### config.mk
export PLATFORM = sky130hd
export DESIGN_NAME = uart_prescale_top
export DESIGN_NICKNAME = d
export VERILOG_FILES = /design/src/rtl/uart_prescale_pkg.sv /design/src/rtl/uart_prescale_regs.sv /design/src/rtl/uart_prescale_window.sv /design/src/rtl/uart_prescale_accum.sv /design/src/rtl/uart_prescale_top.sv
export SDC_FILE = /design/constraint.sdc
export NUM_CORES = 1
export LEC_CHECK = 0
export ABC_AREA = 1
export BUFFER_PORTS_ARGS = -buffer_cell sky130_fd_sc_hd__buf_4
export CORE_ASPECT_RATIO = 1.4
export CORE_MARGIN = 3
export CORE_UTILIZATION = 40
export DETAILED_ROUTE_END_ITERATION = 8
export MAX_ROUTING_LAYER = met4
export PLACE_DENSITY = 0.56
export SETUP_SLACK_MARGIN = 0.5
export SLEW_MARGIN = 20
export SYNTH_ARGS = -nofsm -noshare
export SYNTH_HDL_FRONTEND = slang
export SYNTH_SLANG_ARGS = --single-unit
### constraint.sdc
create_clock -name clk -period 3.3 [get_ports clk]
set_clock_uncertainty 0.05 [all_clocks]
set_input_delay 0.66 -clock clk [delete_from_list [all_inputs] [get_ports clk]]
set_output_delay 0.66 -clock clk [all_outputs]
set_load 0.02 [all_outputs]
### src/rtl/uart_prescale_pkg.sv
package uart_prescale_pkg;
  localparam int unsigned ADDR_W   = 3;
  localparam int unsigned DATA_W   = 8;
  localparam int unsigned FRAC_W   = 3;
  localparam int unsigned STEP     = 1 << FRAC_W;

  localparam logic [ADDR_W-1:0] A_EFR_PAGED = 3'd2;
  localparam logic [ADDR_W-1:0] A_LCR       = 3'd3;
  localparam logic [ADDR_W-1:0] A_MCR       = 3'd4;
  localparam logic [ADDR_W-1:0] A_IDX_DATA  = 3'd5;
  localparam logic [ADDR_W-1:0] A_IDX_SEL   = 3'd7;

  localparam logic [DATA_W-1:0] PAGE_KEY      = 8'hBF;
  localparam int unsigned       ENH_BIT       = 4;
  localparam int unsigned       CLKSEL_BIT    = 7;
  localparam logic [DATA_W-1:0] IDX_PRESCALE  = 8'h01;
  localparam logic [DATA_W-1:0] PRESCALE_INIT = 8'(STEP);

  typedef struct packed {
    logic [DATA_W-1:0] lcr;
    logic [DATA_W-1:0] mcr;
    logic [DATA_W-1:0] efr;
    logic [DATA_W-1:0] idx;
  } host_regs_t;
endpackage

### src/rtl/uart_prescale_regs.sv
module uart_prescale_regs
  import uart_prescale_pkg::*;
(
  input  logic              clk,
  input  logic              rst_n,
  input  logic [ADDR_W-1:0] addr,
  input  logic              wr,
  input  logic [DATA_W-1:0] wdata,
  output logic [DATA_W-1:0] rdata,
  output logic              enh_mode,
  output logic              sel,
  output logic [DATA_W-1:0] idx_value,
  output logic              data_wr
);
  host_regs_t regs_q, regs_d;
  logic       paged;

  assign paged = (regs_q.lcr == PAGE_KEY);

  always_comb begin
    regs_d = regs_q;
    if (wr) begin
      unique case (addr)
        A_LCR:       regs_d.lcr = wdata;
        A_MCR:       regs_d.mcr = wdata;
        A_IDX_SEL:   regs_d.idx = wdata;
        A_EFR_PAGED: if (paged) regs_d.efr = wdata;
        default:     ;
      endcase
    end
  end

  always_ff @(posedge clk or negedge rst_n) begin
    if (!rst_n) regs_q <= '0;
    else        regs_q <= regs_d;
  end

  always_comb begin
    rdata = '0;
    unique case (addr)
      A_LCR:       rdata = regs_q.lcr;
      A_MCR:       rdata = regs_q.mcr;
      A_IDX_SEL:   rdata = regs_q.idx;
      A_EFR_PAGED: rdata = paged ? regs_q.efr : '0;
      default:     rdata = '0;
    endcase
  end

  assign enh_mode  = regs_q.efr[ENH_BIT];
  assign sel       = regs_q.mcr[CLKSEL_BIT];
  assign idx_value = regs_q.idx;
  assign data_wr   = wr && (addr == A_IDX_DATA);

  p_efr_hold_r2: assert property (@(posedge clk) disable iff (!rst_n)
    (wr && addr == A_EFR_PAGED && !paged) |=> $stable(enh_mode));
endmodule

### src/rtl/uart_prescale_window.sv
module uart_prescale_window
  import uart_prescale_pkg::*;
(
  input  logic              clk,
  input  logic              rst_n,
  input  logic              enh_mode,
  input  logic [DATA_W-1:0] idx_value,
  input  logic              data_wr,
  input  logic [DATA_W-1:0] wdata,
  output logic [DATA_W-1:0] ratio,
  output logic              reload
);
  logic [DATA_W-1:0] ratio_q, ratio_d;

  assign reload = data_wr && enh_mode && (idx_value == IDX_PRESCALE);

  always_comb begin
    ratio_d = ratio_q;
    if (reload) ratio_d = wdata;
  end

  always_ff @(posedge clk or negedge rst_n) begin
    if (!rst_n) ratio_q <= PRESCALE_INIT;
    else        ratio_q <= ratio_d;
  end

  assign ratio = ratio_q;

  p_locked_r4: assert property (@(posedge clk) disable iff (!rst_n)
    (data_wr && !enh_mode) |=> $stable(ratio));
  p_other_idx_r5: assert property (@(posedge clk) disable iff (!rst_n)
    (data_wr && idx_value != IDX_PRESCALE) |=> $stable(ratio));
endmodule

### src/rtl/uart_prescale_accum.sv
module uart_prescale_accum
  import uart_prescale_pkg::*;
#(
  parameter int unsigned RATIO_W = DATA_W
)(
  input  logic               clk,
  input  logic               rst_n,
  input  logic               sel,
  input  logic               reload,
  input  logic [RATIO_W-1:0] ratio,
  output logic               clk_en
);
  localparam int unsigned ACC_W = RATIO_W + 1;
  localparam logic [ACC_W-1:0] STEP_A = ACC_W'(STEP);

  logic [ACC_W-1:0] acc_q, acc_d, sum, p_eff;
  logic             wrap;

  assign p_eff = (ACC_W'(ratio) < STEP_A) ? STEP_A : ACC_W'(ratio);
  assign sum   = acc_q + STEP_A;
  assign wrap  = (sum >= p_eff);

  always_comb begin
    acc_d = acc_q;
    if (!sel || reload) acc_d = '0;
    else if (wrap)      acc_d = sum - p_eff;
    else                acc_d = sum;
  end

  always_ff @(posedge clk or negedge rst_n) begin
    if (!rst_n) acc_q <= '0;
    else        acc_q <= acc_d;
  end

  assign clk_en = !sel || wrap;

  p_passthru_r6: assert property (@(posedge clk) disable iff (!rst_n)
    !sel |-> clk_en);
  p_acc_bound_r7: assert property (@(posedge clk) disable iff (!rst_n)
    acc_q < p_eff || $past(reload) || $changed(ratio));
  p_spacing_r7: assert property (@(posedge clk) disable iff (!rst_n)
    (sel && p_eff >= 2*STEP_A && clk_en && !reload) |=>
      (!sel || p_eff < 2*STEP_A || !clk_en));
endmodule

### src/rtl/uart_prescale_top.sv
module uart_prescale_top
  import uart_prescale_pkg::*;
(
  input  logic              clk,
  input  logic              rst_n,
  input  logic [ADDR_W-1:0] bus_addr,
  input  logic              bus_wr,
  input  logic [DATA_W-1:0] bus_wdata,
  output logic [DATA_W-1:0] bus_rdata,
  output logic [DATA_W-1:0] prescale_value,
  output logic              clk_sel,
  output logic              baud_clk_en
);
  logic              rst_meta, rst_sync_n;
  logic              enh_mode, sel, data_wr, reload;
  logic [DATA_W-1:0] idx_value, ratio;

  always_ff @(posedge clk or negedge rst_n) begin
    if (!rst_n) begin
      rst_meta   <= 1'b0;
      rst_sync_n <= 1'b0;
    end else begin
      rst_meta   <= 1'b1;
      rst_sync_n <= rst_meta;
    end
  end

  uart_prescale_regs u_regs (
    .clk(clk), .rst_n(rst_sync_n), .addr(bus_addr), .wr(bus_wr),
    .wdata(bus_wdata), .rdata(bus_rdata), .enh_mode(enh_mode), .sel(sel),
    .idx_value(idx_value), .data_wr(data_wr)
  );

  uart_prescale_window u_window (
    .clk(clk), .rst_n(rst_sync_n), .enh_mode(enh_mode), .idx_value(idx_value),
    .data_wr(data_wr), .wdata(bus_wdata), .ratio(ratio), .reload(reload)
  );

  uart_prescale_accum #(.RATIO_W(DATA_W)) u_accum (
    .clk(clk), .rst_n(rst_sync_n), .sel(sel), .reload(reload),
    .ratio(ratio), .clk_en(baud_clk_en)
  );

  assign prescale_value = ratio;
  assign clk_sel        = sel;

  p_reset_ratio_r1: assert property (@(posedge clk) disable iff (!rst_sync_n)
    $rose(rst_sync_n) |-> (prescale_value == PRESCALE_INIT));
endmodule

=== Word level (Yosys, flattened, before mapping) ===
Index checks and enable logic that the tools add are counted.

* Register bits after elaboration: 51
* Latch bits: 0
* Memory bits (writable): 0
* Memory bits (read-only): 0
* Input port bits: 14
* Output and inout port bits: 18
* Logic and storage cells: 34
* Memories kept: 0

* Add/sub/neg operators: 2
* Multipliers: 0
* Div/mod/pow operators: 0
* Order comparisons: 2
* Eq/ne operators: 7
* Shift operators: 0
* Multiplexer cells: 5
* Bitwise logic cells: 0
* Reductions and logical operators: 10

{| class="wikitable"
|+ Operators with widths
! operator !! number
|-
| $pmux 8 s4 || 1
|-
| $mux 9 || 2
|-
| $mux 8 || 2
|-
| $add 9x4->9 const B || 1
|-
| $eq 3x3->1 const B || 3
|-
| $ge 9x9->1 || 1
|-
| $sub 9x9->9 || 1
|-
| $eq 8x1->1 const B || 1
|-
| $eq 8x8->1 const B || 1
|-
| $lt 8x4->1 const B || 1
|-
| $eq 3x2->1 const B || 2
|-
| $reduce_and 2->1 || 3
|-
| $logic_and 1x1->1 || 3
|-
| $reduce_and 3->1 || 1
|-
| $logic_or 1x1->1 || 2
|-
| $logic_not 1->1 || 1
|}

=== Depth between registers and ports, before layout ===
* Depth in word-level cells: 6
* Mapped depth: 16

=== Hierarchy ===
A second synthesis with hierarchy kept.

* Cells, all modules: 434
* Area total of the unflattened synthesis: 3,328.2 um^2

{| class="wikitable"
|+ Modules (own cells, without submodules)
! module !! instances !! cells each !! area an instance (um^2) !! seq. area each (um^2)
|-
| uart_prescale_regs || 1 || 226 || 1,844.3 || 800.8
|-
| uart_prescale_accum || 1 || 152 || 993.5 || 225.2
|-
| uart_prescale_window || 1 || 53 || 436.7 || 201.4
|-
| uart_prescale_top || 1 || 3 || 53.8 || 50.0
|}

=== Least setup slack after synthesis ===
OpenSTA, ideal clock, no wires.

* Path kind: reg2out
* Start point: register u_window.ratio_q[6] (netlist: u_window.ratio[6])
* End point: output baud_clk_en
* Data arrival time: 2,021 ps
* Data required time: 2,590 ps
* Slack: 569 ps
* Cell stages (with the launch flop): 13
* Buffers on the path: 1
* Path through: dfrtp_1 > nor4_1 > nand2_1 > nand2_1 > inv_1 > ha_1 > nand2_1 > nor2_1 > nand2_1 > nand3_1 > nor2_4 > buf_4 > nand3_1

* Longest elaborated chain between the ends: 4

{| class="wikitable"
|+ RTL lines
! element !! line !! RTL
|-
| start, declared || uart_prescale_window.sv:13 || <nowiki>logic [DATA_W-1:0] ratio_q, ratio_d;</nowiki>
|-
| start signal, assigned || uart_prescale_window.sv:24 || <nowiki>else ratio_q <= ratio_d;</nowiki>
|-
| $lt 8x4->1 || uart_prescale_accum.sv:19 || <nowiki>assign p_eff = (ACC_W'(ratio) < STEP_A) ? STEP_A : ACC_W'(ratio);</nowiki>
|-
| $mux 8 (*) || uart_prescale_accum.sv:19 ||
|-
| $ge 9x9->1 (*) || uart_prescale_accum.sv:21 || <nowiki>assign wrap = (sum >= p_eff);</nowiki>
|-
| $logic_or 1x1->1 (*) || uart_prescale_accum.sv:35 || <nowiki>assign clk_en = !sel || wrap;</nowiki>
|-
| end, declared || uart_prescale_top.sv:12 || <nowiki>output logic baud_clk_en</nowiki>
|}

Every way passes the cells marked *; elsewhere a longest branch is shown, timed or not.

=== Worst setup path in the final report ===
* Start point: register u_accum.acc_q[3]
* End point: output baud_clk_en

* Longest elaborated chain between the ends: 3

{| class="wikitable"
|+ RTL lines
! element !! line !! RTL
|-
| start, declared || uart_prescale_accum.sv:16 || <nowiki>logic [ACC_W-1:0] acc_q, acc_d, sum, p_eff;</nowiki>
|-
| start signal, assigned || uart_prescale_accum.sv:31 || <nowiki>if (!rst_n) acc_q <= '0;</nowiki>
|-
| start signal, assigned || uart_prescale_accum.sv:32 || <nowiki>else acc_q <= acc_d;</nowiki>
|-
| $add 9x4->9 || uart_prescale_accum.sv:20 || <nowiki>assign sum = acc_q + STEP_A;</nowiki>
|-
| $ge 9x9->1 || uart_prescale_accum.sv:21 ||
|-
| $logic_or 1x1->1 || uart_prescale_accum.sv:35 ||
|}

No other way between the ends.

==> key figures <==
Run status
  – Status: completed

Job
  – Max Cap Violations: 0

Worst setup path
  – Crit start category: flip-flop
  – CP max stage cell: dfrtp_2
  – Worst endpoint required time: 2.59 ns
  – Setup CP Type: flip-flop to primary output
  – Max incr delay on CP: 0.46 ns
  – Critical path arrival: about 2.1 ns
  – Family with the most delay on the worst path: simple AND/OR/NAND/NOR gates
  – Element type at the critical path end: primary output
  – CP cell instances: ha_4, xor2_1, ha_1, nand2_1, nor2_2, nand2_1, nand3_2, nor2_4, nand3_2, buf_6
  – Worst path buffer plus inverter count: 1
  – Critical path fanouts, max: 5

Clock network
  – Clock transition at path regs: approximately 0.10 ns
  – Inserted Clock Buffers: 5
  – CTS tree: built
  – Clock root buffer: clkbuf_8
  – Clk_lat worst skew: 0.30 ns
  – Maximum clock path buffer count: 2
  – CTS Hold Bufs: 0
  – H-tree depth: 2
  – Clock Sinks: 51

Global route
  – Overall routing resource usage: 20.0%
  – Largest net degree at the start of global routing: 50
  – Vias in the first global route: 2549
  – Global route total overflow: 0
  – Initial antenna violation count: 0
  – First-pass GRT wire length: 12500 um

Synthesis
  – YS warnings: 0
  – Sequential area share after synthesis: 44.4%
  – Synthesized cell area: around 2900 um^2
  – Post-synthesis cell type count: 32
  – Mapped Nets: 385
  – Syn Inst Count: ~360
  – #FFs+latches synth: 51
  – Syn avg cell area: 7.96 um^2

STA
  – Final setup vio count: 0
  – Max Clk Rate: 351 MHz
  – Count of final hold-check violations: 0
  – Rel. slew slack: 56.1%
  – Final Cycle Share: 86.4%
  – Post-layout min period: 2.85 ns
  – Slew Limit Fails: 0
  – Unrepaired setup endpoints after global routing: yes
  – Min setup slack post-route: between 0.4 and 0.5 ns
  – Hold slack: roughly 0.064 ns
  – Slew @ Worst Pin: 0.658 ns
  – Setup TNS: 0 ns

Floorplan
  – Die area: 8260 um^2
  – Die X: 77.7 um
  – Initial Utilization: 42.4%
  – IO Pins: 32
  – Row cnt: 35
  – Core area: a little under 7000 um^2
  – Die height: 106 um

Hold path
  – Hold Crit Class: primary input to asynchronous set/reset pin

Drt
  – Initial DRC Count: 77
  – Initial DRT Pass Iterations: 4
  – Final ANT Viol Nets: 0
  – Drt wl/cell: 15.4 um
  – Total wire length: around 8000 um
  – DR vias/cell: 5.06
  – Routed vias: 2549
  – Drt drc: 0

Power
  – Switching Share: 30.6%
  – Sw Pwr: 0.436 mW
  – Combinational share of power: 19.1%
  – Internal: 0.990 mW
  – Power density over the cells: roughly 400 nW/um^2
  – Power share of the clock group: 28.3%
  – Leak: 1.82 nW
  – Reg power frac: 52.6%
  – Worst vdd ir: ~0.19 mV

Placed design
  – Routability cong.: 0.878
  – Setup WS pre-CTS: roughly 0.60 ns
  – Post-placement cell area: 3180 um^2
  – Post-DP HPWL: 5390 um
  – # port buffers: 31

Layout
  – Fillers: 664
  – Layout Nets: between 400 and 500
  – Layout cells sized above 1: 27.2%
  – Finished layout cell area: 3600 um^2
  – Antenna diodes: 0
  – Synthesis-to-layout area growth: 25.3%
  – Final core utilization: between 50 and 60%
[layout make-up]
| type | instances | area, um^2 | share of cell area (%) |
|---|---|---|---|
| flip-flops and latches | 51 | 1280 | 35.6 |
| repair buffers | 50 | 383 | 10.6 |
| inverters | 51 | 191 | 5.31 |
| well taps | 92 | 115 | 3.20 |
| multi-input cells | 252 | 1530 | 42.3 |
| clock buffers | 7 | 96.3 | 2.67 |
| clock inverters | 1 | 7.51 | 0.208 |
[power by group through the flow]
stage	logic [mW]	clock network (mW)	registers, mW
global route	0.306	0.440	0.761
finish	0.272	0.404	0.751
floorplan	0.173	0	0.742
detailed placement	0.256	0	0.759
CTS	0.266	0.419	0.748
global placement	0.253	0	0.758
[repair_timing]
| item | 4_1_cts | 5_1_grt |
|---|---|---|
| gates resized for setup | 14 | 21 |
| pin swaps | 15 | 16 |
| buffers inserted | 14 | 3 |
| endpoints found under the setup margin | 1 | 2 |
[worst paths after layout]
path                                  startpoint               end  slack [ns]  cells past startpoint
worst min register to register          rst_meta        rst_sync_n        0.31                      0
worst max register to register  u_accum.acc_q[3]  u_accum.acc_q[8]        0.58                     18
max in group asynchronous             rst_sync_n  u_accum.acc_q[4]        2.40                      0
min in group clk                        rst_meta        rst_sync_n        0.31                      0
worst max-delay path            u_accum.acc_q[3]       baud_clk_en        0.45                     10
worst min-delay path                       rst_n        rst_sync_n        0.06                      1
[metal layers]
layer  global-route usage (%)  share of wire (%)  up-vias
met5                        -                  0        -
met4                     9.41                2.1        0
met3                     2.37                3.8       12
met2                     35.4                 54       59
met1                     22.1                 40     1215
li1                         -                  -     1263
[cell families after synthesis]
group / after synthesis / share of synthesized area, %
and+or+nand+nor: 179 / 28.4
buffers and inverters: 58 / 8.83
AOI/OAI and AO/OA: 56 / 11.8
DFF: 51 / 44.4
adders and majority gates: 10 / 4.61
xor gates and xnor gates: 6 / 1.83
other: 1 / 0.130
[registers in the layout, indices dropped and copies added (netlist names)]
signal,cells
u_accum.acc_q,9
u_regs.sel,1
u_regs.enh_mode,1
u_window.ratio,8
rst_meta,1
u_regs.idx_value,8
rst_sync_n,1
u_regs.regs_q,22
[per-stage QoR]
step	total power [mW]	instances
floorplan	0.916	361
global placement	1.01	479
detailed placement	1.02	479
CTS	1.43	501
global route	1.51	504
finish	1.43	504
[cells in the final DEF, fill, tap and decap left out, types with 2 or more instances in the layout]
cell / count
nor2_2: 4
o21ai_0: 21
nand3_1: 24
a21oi_1: 13
ha_4: 6
dfrtp_2: 2
inv_1: 47
a31oi_1: 3
nor2_4: 4
nand3_2: 9
xnor2_1: 2
dfrtp_1: 47
ha_1: 3
nand2_1: 98
buf_6: 2
nor2_1: 18
o21ai_2: 8
inv_2: 4
nand4_1: 9
o2111ai_1: 5
clkbuf_8: 7
xor2_1: 2
buf_4: 48
o21ai_1: 4
nand2_2: 7
[synth_stat cells, drive strengths merged]
master / count / share of area [%]
or2: 1 / 0.22
conb: 1 / 0.13
nand2: 106 / 14
o21ai: 33 / 6.8
buf: 7 / 2.2
inv: 51 / 6.7
o2111ai: 5 / 1.5
nor2: 26 / 4.3
a31oi: 3 / 0.65
nand4: 9 / 2.0
fa: 1 / 0.70
a21oi: 14 / 2.6
nor4: 1 / 0.22
ha: 9 / 3.9
xnor2: 2 / 0.61
xor2: 4 / 1.2
nand3: 34 / 6.8
nor3: 1 / 0.57
dfrtp: 50 / 44
o21bai: 1 / 0.26
dfstp: 1 / 0.91
nand3b: 1 / 0.26
Power figures use the tool's default switching activity.
